--- config.mk ---
export PLATFORM = sky130hd
export DESIGN_NAME = txrw_tracker
export DESIGN_NICKNAME = d
export VERILOG_FILES = /design/src/rtl/txrw_pkg.sv /design/src/rtl/txrw_fifo.sv /design/src/rtl/txrw_lines.sv /design/src/rtl/txrw_tracker.sv
export SDC_FILE = /design/constraint.sdc
export NUM_CORES = 1
export LEC_CHECK = 0
export ABC_AREA = 0
export BUFFER_PORTS_ARGS = -buffer_cell sky130_fd_sc_hd__buf_4
export CORE_ASPECT_RATIO = 1.75
export CORE_UTILIZATION = 33
export CTS_CLUSTER_SIZE = 20
export DETAILED_ROUTE_END_ITERATION = 7
export MAX_ROUTING_LAYER = met4
export SLEW_MARGIN = 0
export SYNTH_ARGS = -nofsm -noshare
export SYNTH_HDL_FRONTEND = slang
export SYNTH_SLANG_ARGS = --single-unit
export TNS_END_PERCENT = 100
--- constraint.sdc ---
create_clock -name clk -period 7.4 [get_ports clk]
set_input_delay 1.11 -clock clk [delete_from_list [all_inputs] [get_ports clk]]
set_output_delay 1.11 -clock clk [all_outputs]
set_load 0.02 [all_outputs]
--- src/rtl/txrw_pkg.sv ---
package txrw_pkg;
    typedef enum logic [1:0] {
        ST_RUN   = 2'd0,
        ST_OVFL  = 2'd1,
        ST_DRAIN = 2'd2
    } txrw_state_e;
endpackage

--- src/rtl/txrw_fifo.sv ---
module txrw_fifo #(
    parameter int ADDR_W = 16,
    parameter int PTR_W  = 3
) (
    input  logic              clk,
    input  logic              rst_n,
    input  logic              push,
    input  logic              pop,
    input  logic              clr,
    input  logic [ADDR_W-1:0] din,
    output logic [ADDR_W-1:0] dout,
    output logic              empty,
    output logic              full
);
    localparam int DEPTH = 1 << PTR_W;

    logic [ADDR_W-1:0] mem_q [DEPTH];
    logic [PTR_W:0]    wptr_q, rptr_q;

    assign empty = (wptr_q == rptr_q);
    assign full  = (wptr_q[PTR_W] != rptr_q[PTR_W]) &&
                   (wptr_q[PTR_W-1:0] == rptr_q[PTR_W-1:0]);
    assign dout  = mem_q[rptr_q[PTR_W-1:0]];

    always_ff @(posedge clk or negedge rst_n) begin
        if (!rst_n) begin
            wptr_q <= '0;
            rptr_q <= '0;
        end else if (clr) begin
            wptr_q <= '0;
            rptr_q <= '0;
        end else begin
            if (push) wptr_q <= wptr_q + 1'b1;
            if (pop)  rptr_q <= rptr_q + 1'b1;
        end
    end

    always_ff @(posedge clk) begin
        if (push) mem_q[wptr_q[PTR_W-1:0]] <= din;
    end

    // Each line enters the queue once, so the queue never overruns.
    assert_no_fifo_overrun_R3: assert property (@(posedge clk) disable iff (!rst_n)
        push |-> !full);
    assert_no_fifo_underrun_R4: assert property (@(posedge clk) disable iff (!rst_n)
        pop |-> !empty);
endmodule

--- src/rtl/txrw_lines.sv ---
module txrw_lines #(
    parameter int IDX_W = 3,
    parameter int TAG_W = 13
) (
    input  logic             clk,
    input  logic             rst_n,
    input  logic             acc_en,
    input  logic             acc_wr,
    input  logic [IDX_W-1:0] acc_idx,
    input  logic [TAG_W-1:0] acc_tag,
    input  logic             commit_clr,
    input  logic             abort_clr,
    input  logic [IDX_W-1:0] snp_idx,
    input  logic [TAG_W-1:0] snp_tag,
    input  logic [IDX_W-1:0] drn_idx,
    input  logic [TAG_W-1:0] drn_tag,
    output logic             acc_hit,
    output logic             acc_spec,
    output logic             acc_wr_set,
    output logic             snp_rd_hit,
    output logic             drn_wr_hit
);
    localparam int NLINES = 1 << IDX_W;

    logic [NLINES-1:0] valid_q, rd_q, wr_q;
    logic [TAG_W-1:0]  tag_q [NLINES];

    always_comb begin
        acc_hit    = valid_q[acc_idx] && (tag_q[acc_idx] == acc_tag);
        acc_spec   = rd_q[acc_idx] || wr_q[acc_idx];
        acc_wr_set = acc_hit && wr_q[acc_idx];
        snp_rd_hit = valid_q[snp_idx] && rd_q[snp_idx] && (tag_q[snp_idx] == snp_tag);
        drn_wr_hit = valid_q[drn_idx] && wr_q[drn_idx] && (tag_q[drn_idx] == drn_tag);
    end

    always_ff @(posedge clk or negedge rst_n) begin
        if (!rst_n) begin
            valid_q <= '0;
            rd_q    <= '0;
            wr_q    <= '0;
        end else if (abort_clr) begin
            valid_q <= valid_q & ~wr_q;
            rd_q    <= '0;
            wr_q    <= '0;
        end else if (commit_clr) begin
            rd_q <= '0;
            wr_q <= '0;
        end else begin
            for (int i = 0; i < NLINES; i++) begin
                if (acc_en && (acc_idx == IDX_W'(i))) begin
                    valid_q[i] <= 1'b1;
                    if (acc_wr) wr_q[i] <= 1'b1;
                    else        rd_q[i] <= 1'b1;
                end
            end
        end
    end

    always_ff @(posedge clk) begin
        if (acc_en) tag_q[acc_idx] <= acc_tag;
    end

    generate
        for (genvar g = 0; g < NLINES; g++) begin : g_line_chk
            assert_wr_needs_valid_R6: assert property (@(posedge clk) disable iff (!rst_n)
                wr_q[g] |-> valid_q[g]);
        end
    endgenerate

    assert_abort_clears_R6: assert property (@(posedge clk) disable iff (!rst_n)
        abort_clr |=> (rd_q == '0) && (wr_q == '0));
    assert_commit_clears_R8: assert property (@(posedge clk) disable iff (!rst_n)
        commit_clr && !abort_clr |=> (rd_q == '0) && (wr_q == '0));
endmodule

--- src/rtl/txrw_tracker.sv ---
module txrw_tracker #(
    parameter int ADDR_W = 16,
    parameter int IDX_W  = 3
) (
    input  logic              clk,
    input  logic              rst_n,
    input  logic              req_valid,
    input  logic              req_write,
    input  logic [ADDR_W-1:0] req_addr,
    output logic              req_stall,
    output logic              req_hit,
    input  logic              commit_grant,
    output logic              commit_done,
    output logic              cbus_valid,
    output logic [ADDR_W-1:0] cbus_addr,
    input  logic              snoop_valid,
    input  logic [ADDR_W-1:0] snoop_addr,
    output logic              abort,
    output logic              overflow
);
    import txrw_pkg::*;

    localparam int TAG_W = ADDR_W - IDX_W;

    txrw_state_e state_q, state_d;

    logic              acc_hit, acc_spec, acc_wr_set, snp_rd_hit, drn_wr_hit;
    logic              evict_blk, same_cycle_rd, start_commit, accept, push;
    logic              fifo_pop, fifo_clr, fifo_empty, fifo_full;
    logic [ADDR_W-1:0] fifo_dout;
    logic              commit_clr;

    // Conflict: a remote commit against this transaction's reads.
    always_comb begin
        evict_blk     = req_valid && !acc_hit && acc_spec;
        same_cycle_rd = (state_q == ST_RUN) && req_valid && !req_write &&
                        (req_addr == snoop_addr);
        abort         = (state_q != ST_DRAIN) && snoop_valid && (snp_rd_hit || same_cycle_rd);
        start_commit  = (state_q == ST_RUN) && commit_grant && !abort;
        req_stall     = (state_q != ST_RUN) || evict_blk || start_commit || abort;
        accept        = req_valid && !req_stall;
        push          = accept && req_write && !acc_wr_set;
        req_hit       = acc_hit;
    end

    // State register
    always_ff @(posedge clk or negedge rst_n) begin
        if (!rst_n) state_q <= ST_RUN;
        else        state_q <= state_d;
    end

    // Next state
    always_comb begin
        state_d = state_q;
        unique case (state_q)
            ST_RUN: begin
                if (abort)             state_d = ST_RUN;
                else if (start_commit) state_d = ST_DRAIN;
                else if (evict_blk)    state_d = ST_OVFL;
            end
            ST_OVFL: begin
                if (abort)             state_d = ST_RUN;
                else if (commit_grant) state_d = ST_DRAIN;
            end
            ST_DRAIN: begin
                if (fifo_empty)        state_d = ST_RUN;
            end
            default:                   state_d = ST_RUN;
        endcase
    end

    // Outputs
    always_comb begin
        cbus_valid  = 1'b0;
        fifo_pop    = 1'b0;
        commit_done = 1'b0;
        overflow    = 1'b0;
        unique case (state_q)
            ST_RUN:   ;
            ST_OVFL:  overflow = 1'b1;
            ST_DRAIN: begin
                fifo_pop    = !fifo_empty;
                cbus_valid  = !fifo_empty && drn_wr_hit;
                commit_done = fifo_empty;
            end
            default:  ;
        endcase
        cbus_addr  = fifo_dout;
        commit_clr = commit_done;
        fifo_clr   = abort || commit_done;
    end

    txrw_lines #(.IDX_W(IDX_W), .TAG_W(TAG_W)) u_lines (
        .clk        (clk),
        .rst_n      (rst_n),
        .acc_en     (accept),
        .acc_wr     (req_write),
        .acc_idx    (req_addr[IDX_W-1:0]),
        .acc_tag    (req_addr[ADDR_W-1:IDX_W]),
        .commit_clr (commit_clr),
        .abort_clr  (abort),
        .snp_idx    (snoop_addr[IDX_W-1:0]),
        .snp_tag    (snoop_addr[ADDR_W-1:IDX_W]),
        .drn_idx    (fifo_dout[IDX_W-1:0]),
        .drn_tag    (fifo_dout[ADDR_W-1:IDX_W]),
        .acc_hit    (acc_hit),
        .acc_spec   (acc_spec),
        .acc_wr_set (acc_wr_set),
        .snp_rd_hit (snp_rd_hit),
        .drn_wr_hit (drn_wr_hit)
    );

    txrw_fifo #(.ADDR_W(ADDR_W), .PTR_W(IDX_W)) u_fifo (
        .clk   (clk),
        .rst_n (rst_n),
        .push  (push),
        .pop   (fifo_pop),
        .clr   (fifo_clr),
        .din   (req_addr),
        .dout  (fifo_dout),
        .empty (fifo_empty),
        .full  (fifo_full)
    );

    assert_abort_empties_queue_R6: assert property (@(posedge clk) disable iff (!rst_n)
        abort |=> fifo_empty);
    assert_bcast_only_when_stalled_R4: assert property (@(posedge clk) disable iff (!rst_n)
        cbus_valid |-> req_stall);
    assert_ovfl_after_blocked_miss_R7: assert property (@(posedge clk) disable iff (!rst_n)
        $rose(overflow) |-> $past(req_valid) && !$past(req_hit));
    assert_done_leaves_clean_R8: assert property (@(posedge clk) disable iff (!rst_n)
        commit_done |=> fifo_empty && !overflow && !cbus_valid);
    assert_no_abort_while_draining_R9: assert property (@(posedge clk) disable iff (!rst_n)
        cbus_valid |-> !abort);
endmodule

# Word-level counts from Yosys, hierarchy flattened
# Memories as Yosys holds them, arrays and structs flattened.
# Index checks and enable logic that the tools add are counted.
[op_classes] n_addsub=2 n_lt_le_gt_ge=3 n_eq_ne=20 n_mux=65 n_bitwise=2 reduce_logical=86
[op_table] cell="two-way mux 8 bit" count=6
[op_table] cell="AND reduction 2 bit" count=24
[op_table] cell="two-way mux 1 bit" count=41
[op_table] cell="== test 13 bit" count=3
[op_table] cell="logical AND 1 bit" count=27
[op_table] cell="nonzero test 3 bit" count=9
[op_table] cell="nonzero test 2 bit" count=11
[op_table] cell="binary-select mux 1 bit (select 3 bit)" count=7
[op_table] cell="== test 16 bit" count=1
[op_table] cell="two-way mux 4 bit" count=4
[op_table] cell="== test 3 bit (second input constant)" count=4
[op_table] cell="< comparator 3 x 4 -> 1 bit (second input constant)" count=3
[op_table] cell="two-way mux 2 bit" count=6
[op_table] cell="adder 4 x 1 -> 4 bit (second input constant)" count=2
[op_table] cell="AND 8 bit" count=1
[op_table] cell="inverter 8 bit" count=1
[op_table] cell="== test 3 x 2 -> 1 bit (second input constant)" count=2
[op_table] cell="logical NOT 1 bit" count=6
[op_table] cell="logical OR 1 bit" count=6
[op_table] cell="one-hot mux 2 bit (3 select lines)" count=1
[op_table] cell="== test 4 bit" count=1
[op_table] cell="inequality test 2 bit (second input constant)" count=2
[op_table] cell="inequality test 4 bit (second input constant)" count=1
[op_table] cell="== test 3 x 1 -> 1 bit (second input constant)" count=1
[op_table] cell="other kinds (8)" count=8
[totals] reg_bits=34 ramBits=232 in_bits=38 output_inout_bits=22 word_cells=207 memories=2
[memory_table] memory="u_fifo.mem_q" depth=8 width=16 rd=1 rd_clocked_by_memory_dff=0 write_ports=1 line="txrw_fifo.sv:17" source="logic [ADDR_W-1:0] mem_q [DEPTH];"
[memory_table] memory="u_lines.tag_q" depth=8 width=13 rd=3 rd_clocked_by_memory_dff=0 write_ports=1 line="txrw_lines.sv:26" source="logic [TAG_W-1:0] tag_q [NLINES];"

# Logic depth before layout (Yosys ltp)
[logic_depth] word_depth=16 ltp_mapped=13 mapped_depth_nobuf=10

# Cells and area by module
# From an unflattened synthesis, not the netlist that was laid out.
[hier_totals] hier_cells=760 hier_area_um2=12967.4
[modules_own_cells] mod="txrw_lines" instances=1 cells_per_inst=472 area_each_um2=7211.9 seq_area_each_um2=3723.6
[modules_own_cells] mod="txrw_fifo" instances=1 cells_per_inst=239 area_each_um2=5373.9 seq_area_each_um2=4043.9
[modules_own_cells] mod="txrw_tracker" instances=1 cells_per_inst=49 area_each_um2=381.6 seq_area_each_um2=50.0

# Worst setup path before layout
# No wires, ideal clock.
[synth_timing] path_type="input port to flip-flop" startpoint="input req_addr[0]" endpoint="memory u_fifo.mem_q[2][0] (enable)" setup_ns=0.436 t_arrival_ns=5.027 t_required_ns=6.964 slack_ns=1.936 stages=11 n_path_buf=2 path_cell_list="buf_4 > buf_6 > nor2_1 > a22oi_1 > and3b_1 > nor4_1 > nand3_1 > o41ai_2 > nor4b_4 > nand2_2 > nor4b_1"
[synth_between] elab_chain_len=15 word_cells_on_any_way=30 classes_between="eq/ne: 2; mux: 8; reduce/logical: 19; memory: 1"
[synth_rtl] element="from (decl)" line="txrw_tracker.sv:9" source="input logic [ADDR_W-1:0] req_addr,"
[synth_rtl] element="memory (8 x 13 bit) / binary-select mux 1 bit (select 3 bit) (equally long branches)"
[synth_rtl] element="== test 13 bit / two-way mux 1 bit (equally long branches)" line="txrw_lines.sv:29" source="acc_hit = valid_q[acc_idx] && (tag_q[acc_idx] == acc_tag);"
[synth_rtl] element="logical AND 1 bit" line="txrw_lines.sv:29"
[synth_rtl] element="logical NOT 1 bit" line="txrw_tracker.sv:35" source="evict_blk = req_valid && !acc_hit && acc_spec;"
[synth_rtl] element="logical AND 1 bit (2 in series)" line="txrw_tracker.sv:35"
[synth_rtl] element="logical OR 1 bit (3 in series)" line="txrw_tracker.sv:40" source="req_stall = (state_q != ST_RUN) || evict_blk || start_commit || abort;"
[synth_rtl] element="logical NOT 1 bit" line="txrw_tracker.sv:41" source="accept = req_valid && !req_stall;"
[synth_rtl] element="logical AND 1 bit" line="txrw_tracker.sv:41"
[synth_rtl] element="logical AND 1 bit" line="txrw_tracker.sv:42" source="push = accept && req_write && !acc_wr_set;"
[synth_rtl] element="logical AND 1 bit *" line="txrw_tracker.sv:42"
[synth_rtl] element="two-way mux 1 bit *" line="txrw_fifo.sv:39" source="if (push) mem_q[wptr_q[PTR_W-1:0]] <= din;"
[synth_rtl] element="two-way mux 1 bit (implied by the code) *" line="txrw_fifo.sv:39"
[synth_rtl] element="to (decl)" line="txrw_fifo.sv:17"
# Every way passes the cells marked *; elsewhere a longest branch is shown, timed or not. The select of a mux whose other input is x is not followed.

# Final worst setup path
[layout_timing] startpoint="register u_fifo.rptr_q[0]" endpoint="output cbus_valid"
[layout_between] elab_chain_len=7 word_cells_on_any_way=13 classes_between="eq/ne: 2; mux: 5; reduce/logical: 4; memory: 2"
[layout_rtl] element="from (decl)" line="txrw_fifo.sv:18" source="logic [PTR_W:0] wptr_q, rptr_q;"
[layout_rtl] element="from (signal assigned)" line="txrw_fifo.sv:34" source="if (pop) rptr_q <= rptr_q + 1'b1;"
[layout_rtl] element="branches (longest 5 deep; another with memory (8 x 16 bit))"
[layout_rtl] element="logical AND 1 bit *" line="txrw_tracker.sv:83" source="cbus_valid = !fifo_empty && drn_wr_hit;"
[layout_rtl] element="two-way mux 1 bit *" line="txrw_tracker.sv:78" source="unique case (state_q)"
[layout_rtl] element="to (decl)" line="txrw_tracker.sv:14" source="output logic cbus_valid,"
# Mark *: on every way between the ends. The select of a mux whose other input is x is not followed.

==> out/summary.log <==
[sta] Final TNS setup 0 ns
[worst_setup_path] Worst Setup End Kind primary output
[detailed_routing] number of search-and-repair iterations in the first detailed-routing pass 7
[die] DIE AREA 41000 um^2
[die] number of cell rows 96
[clock_network] CTS tree yes
[sta] worst clock skew 0.0138 ns
[detailed_routing] routed wire length 40300 um
[worst_setup_path] Worst EP arrival 5.45 ns
[detailed_routing] via count 8473
[worst_setup_path] kind of start point of the critical path register
[worst_setup_path] register-to-register setup slack 3.19 ns
[layout] Total Nets Final 1001
[worst_setup_path] cell repeated most along the worst path buf_4
[logic_synthesis] average instance area after synthesis 14.7 um^2
[die] Die Y 267 um
[logic_synthesis] proportion of synthesized chip area in sequential cells 58.9%
[detailed_routing] total routed wire length on the met1 layer 14400 um
[place] GPL Wtd Cong 0.941
[detailed_routing] highest metal layer with signal wires met4
[clock_network] number of buffers inserted during clock tree synthesis 24
[detailed_routing] via density per instance 5.77
[logic_synthesis] most numerous cell in the Yosys netlist edfxtp_1
[layout] share of post-route cells with drive strength above 1 21.8%
[logic_synthesis] post-synth top area share 52.5%
[worst_setup_path] worst path required time 6.29 ns
[worst_setup_path] WS Path Type register to primary output
[sta] relative slew slack 33.5%
[sta] Fin Hold WS 0.509 ns
[sta] time the final worst path needs with I/O delays and setup 6.56 ns
[sta] final hold violation count 0
[place] area after detailed placement 14300 um^2
[clock_network] buffer depth of the longest clock path 3
[layout] count of inserted antenna diode cells 0
[global_routing] total global routing overflow 0
[clock_network] buffers inserted during post-CTS setup optimization 0
[sta] transition at the pin with the smallest max-transition slack 0.998 ns
[layout] Area growth syn-to-layout 13.6%
[die] initial cell density of the core 33.7%
[logic_synthesis] Primary FF master, synth edfxtp_1
[clock_network] number of levels the H-tree was split into 1
[worst_setup_path] launch point of the worst reg-to-reg path u_lines.tag_q[2][2]$_DFFE_PP_
[detailed_routing] total met3 wirelength after detailed routing 1510 um
[logic_synthesis] number of enable-type register cells in the synthesized netlist 232
[sta] maximum achievable frequency 152 MHz
[die] placeable core region 39400 um^2
[sta] post-route clock period utilization 88.7%
[worst_setup_path] Max stage delay on crit path 0.75 ns
[clock_network] clock latency on the worst-skew pair 0.54 ns
[place] number of buffer cells added on primary ports 59
[logic_synthesis] cell types with the highest counts after synthesis 232 x edfxtp_1, 108 x mux2i_1, 95 x nand2_1, 55 x mux4_2, 34 x dfrtp_1
[place] Detailed Place HPWL 28000 um
[die] io pins 60
[global_routing] initial antenna violation count 0
[worst_setup_path] top cell family by delay on the critical path simple AND/OR/NAND/NOR gates
[logic_synthesis] cell taking the most area after synthesis edfxtp_1
[logic_synthesis] Warnings, synthesis 0
[global_routing] largest net degree at the start of global routing 64
[logic_synthesis] number of distinct library cells after synthesis 68
[pwr] power density over the cells 327 nW/um^2
[hold_path] class of the tightest hold or removal check primary input to async pin
[run_status] status complete, no violations
[layout] fillcell total 3739
[layout] total non-filler cell area in the finished layout 15100 um^2
[run] Max-Cap Viols 0
[clock_network] total number of clock tree sinks 266
[global_routing] total track usage 20.4%
[detailed_routing] number of violations reported at the end of detailed-routing iteration 0 687
[logic_synthesis] number of storage elements in the synthesis netlist 266
[clock_network] cts repair resizes 0
[sta] setup repair after global routing missed its margin no
[pwr] leakage power figure 0.00529 uW
[pwr] VDD IR max 162 uV
[clock_network] Clk pin slew, worst setup/hold paths 0.07 ns
[worst_setup_path] highest fanout seen on the critical path 32
[die] Die X-Extent 154 um
[sta] setup violators final 0
[detailed_routing] detailed-route DRC error count 0
[logic_synthesis] post-synthesis cell count 902
[detailed_routing] post-route ant nets 0
[clock_network] clock tree root driver cell clkbuf_16
[detailed_routing] length of routed met2 wiring 21900 um
[logic_synthesis] top post-synthesis cells by area edfxtp_1 53%, mux4_2 9.3%, mux2i_1 8.1%
[logic_synthesis] total standard cell area after synthesis 13300 um^2
[global_routing] via count of the first global-routing pass 8857
[worst_setup_path] FF-to-FF End u_fifo.mem_q[1][5]$_DFFE_PP_
[global_routing] wire length of the first global-routing pass 59000 um
[layout] Reg area 7820 um^2
[worst_setup_path] number of cells on the worst reg-to-reg path 10
[worst_setup_path] library cell contributing the largest single delay on the critical path and2_1
[sta] count of pins over their slew limit 0
[logic_synthesis] FFs w/ async S/R, synth 12.8%
[worst_setup_path] CP bufs+invs 2
[clock_network] quantity of hold-fixing buffers added after cts 0
[logic_synthesis] synthesized net count 942
[layout] area of combinational cells with multiple inputs 5170 um^2
[worst_setup_path] list of cells traversed by the critical path buf_4, mux4_2, mux2i_1, and2_1, a32o_1, a221oi_1, xor2_1, nor4_1, nand4_1, nor4b_1, buf_4
[detailed_routing] Routed WL per cell 27.4 um
routing by layer:
metal / vias up / global-route usage [%]
li1: 3690 / -
met1: 4342 / 21.5
met2: 323 / 37.5
met3: 118 / 1.63
met4: 0 / 11.8
met5: - / -
cells in the final DEF, fill, tap and decap left out, types with 4 or more instances in the layout:
cell type  netlist  routed
edfxtp_1       232     232
nand2_1         95      95
a21o_1           5       5
a32o_1          11      11
nand2b_1         4       4
mux2_2          19      19
xnor2_1         24      24
nor2_1          24      24
clkinv_1         1       4
nand3_1         15      15
a2bb2oi_1        5       5
nor4_1          14      12
a221oi_1        14      14
mux4_2          55      55
nand4_1         10      10
o21ai_0         14      14
clkbuf_1        14       8
a21oi_1          6       6
a32oi_1          5       5
a22oi_1         15      15
and2_1           7       7
mux2i_1        108     108
inv_1            5       5
a22o_1           8       8
buf_4            9      86
o31ai_1         11      11
clkbuf_16        0      25
nor3_1           5       4
dfrtp_1         34      33
nor2b_1         12      12
xor2_1          30      30
o211ai_1         7       7
layout make-up:
class | count | share of cell area, %
clock inverters | 10 | 0.872
inverters | 8 | 0.199
repair buffers | 86 | 4.29
multi-input cells | 575 | 34.3
well taps | 490 | 4.07
flip-flops and latches | 266 | 51.9
clock buffers | 33 | 4.35
worst max-delay path by stage:
stage | startpoint | endpoint | slack, ns | cells after the start
floorplan | req_addr[0] | u_fifo.mem_q[2][0]$_DFFE_PP_ | 1.94 | 11
global placement | u_fifo.rptr_q[0]$_DFFE_PN0P_ | cbus_valid | 1.49 | 11
detailed placement | u_fifo.rptr_q[0]$_DFFE_PN0P_ | cbus_valid | 1.44 | 11
CTS | u_fifo.rptr_q[0]$_DFFE_PN0P_ | cbus_valid | 0.85 | 11
global route | u_fifo.rptr_q[0]$_DFFE_PN0P_ | cbus_valid | 0.54 | 11
finish | u_fifo.rptr_q[0]$_DFFE_PN0P_ | cbus_valid | 0.84 | 11
report_power, final:
part           leakage, uW  switching [uW]  internal (uW)
combinational      0.00238            1060            753
sequential         0.00253             112           1720
clock             0.000374             555            727
total              0.00529            1720           3200
stage by stage:
stage / instances / util (%) / setup slack, ns / power [uW]
after floorplan: 902 / - / 1.94 / 3040
after global placement: 1425 / 36.2 / 1.49 / 3650
after detailed placement: 1425 / 36.2 / 1.44 / 3670
after CTS: 1468 / 38.2 / 0.854 / 4950
after global routing: 1468 / 38.2 / 0.536 / 5110
final: 1468 / 38.2 / 0.838 / 4920
registers in the layout, indices dropped and copies added, names as in the netlist:
signal / cells
state_q: 2
u_lines.tag_q: 104
u_lines.wr_q: 8
u_fifo.rptr_q: 4
u_fifo.mem_q: 128
u_lines.valid_q: 8
u_lines.rd_q: 8
u_fifo.wptr_q: 4
kinds of logic after synthesis:
family | synth area share (%)
and+or+nand+nor | 8.14
DFF | 58.9
muxes | 19.3
AOI/OAI and AO/OA | 7.41
buffers and inverters | 2.49
xor gates and xnor gates | 3.57
adders and majority gates | 0.189
Power figures use the tool's default switching activity.
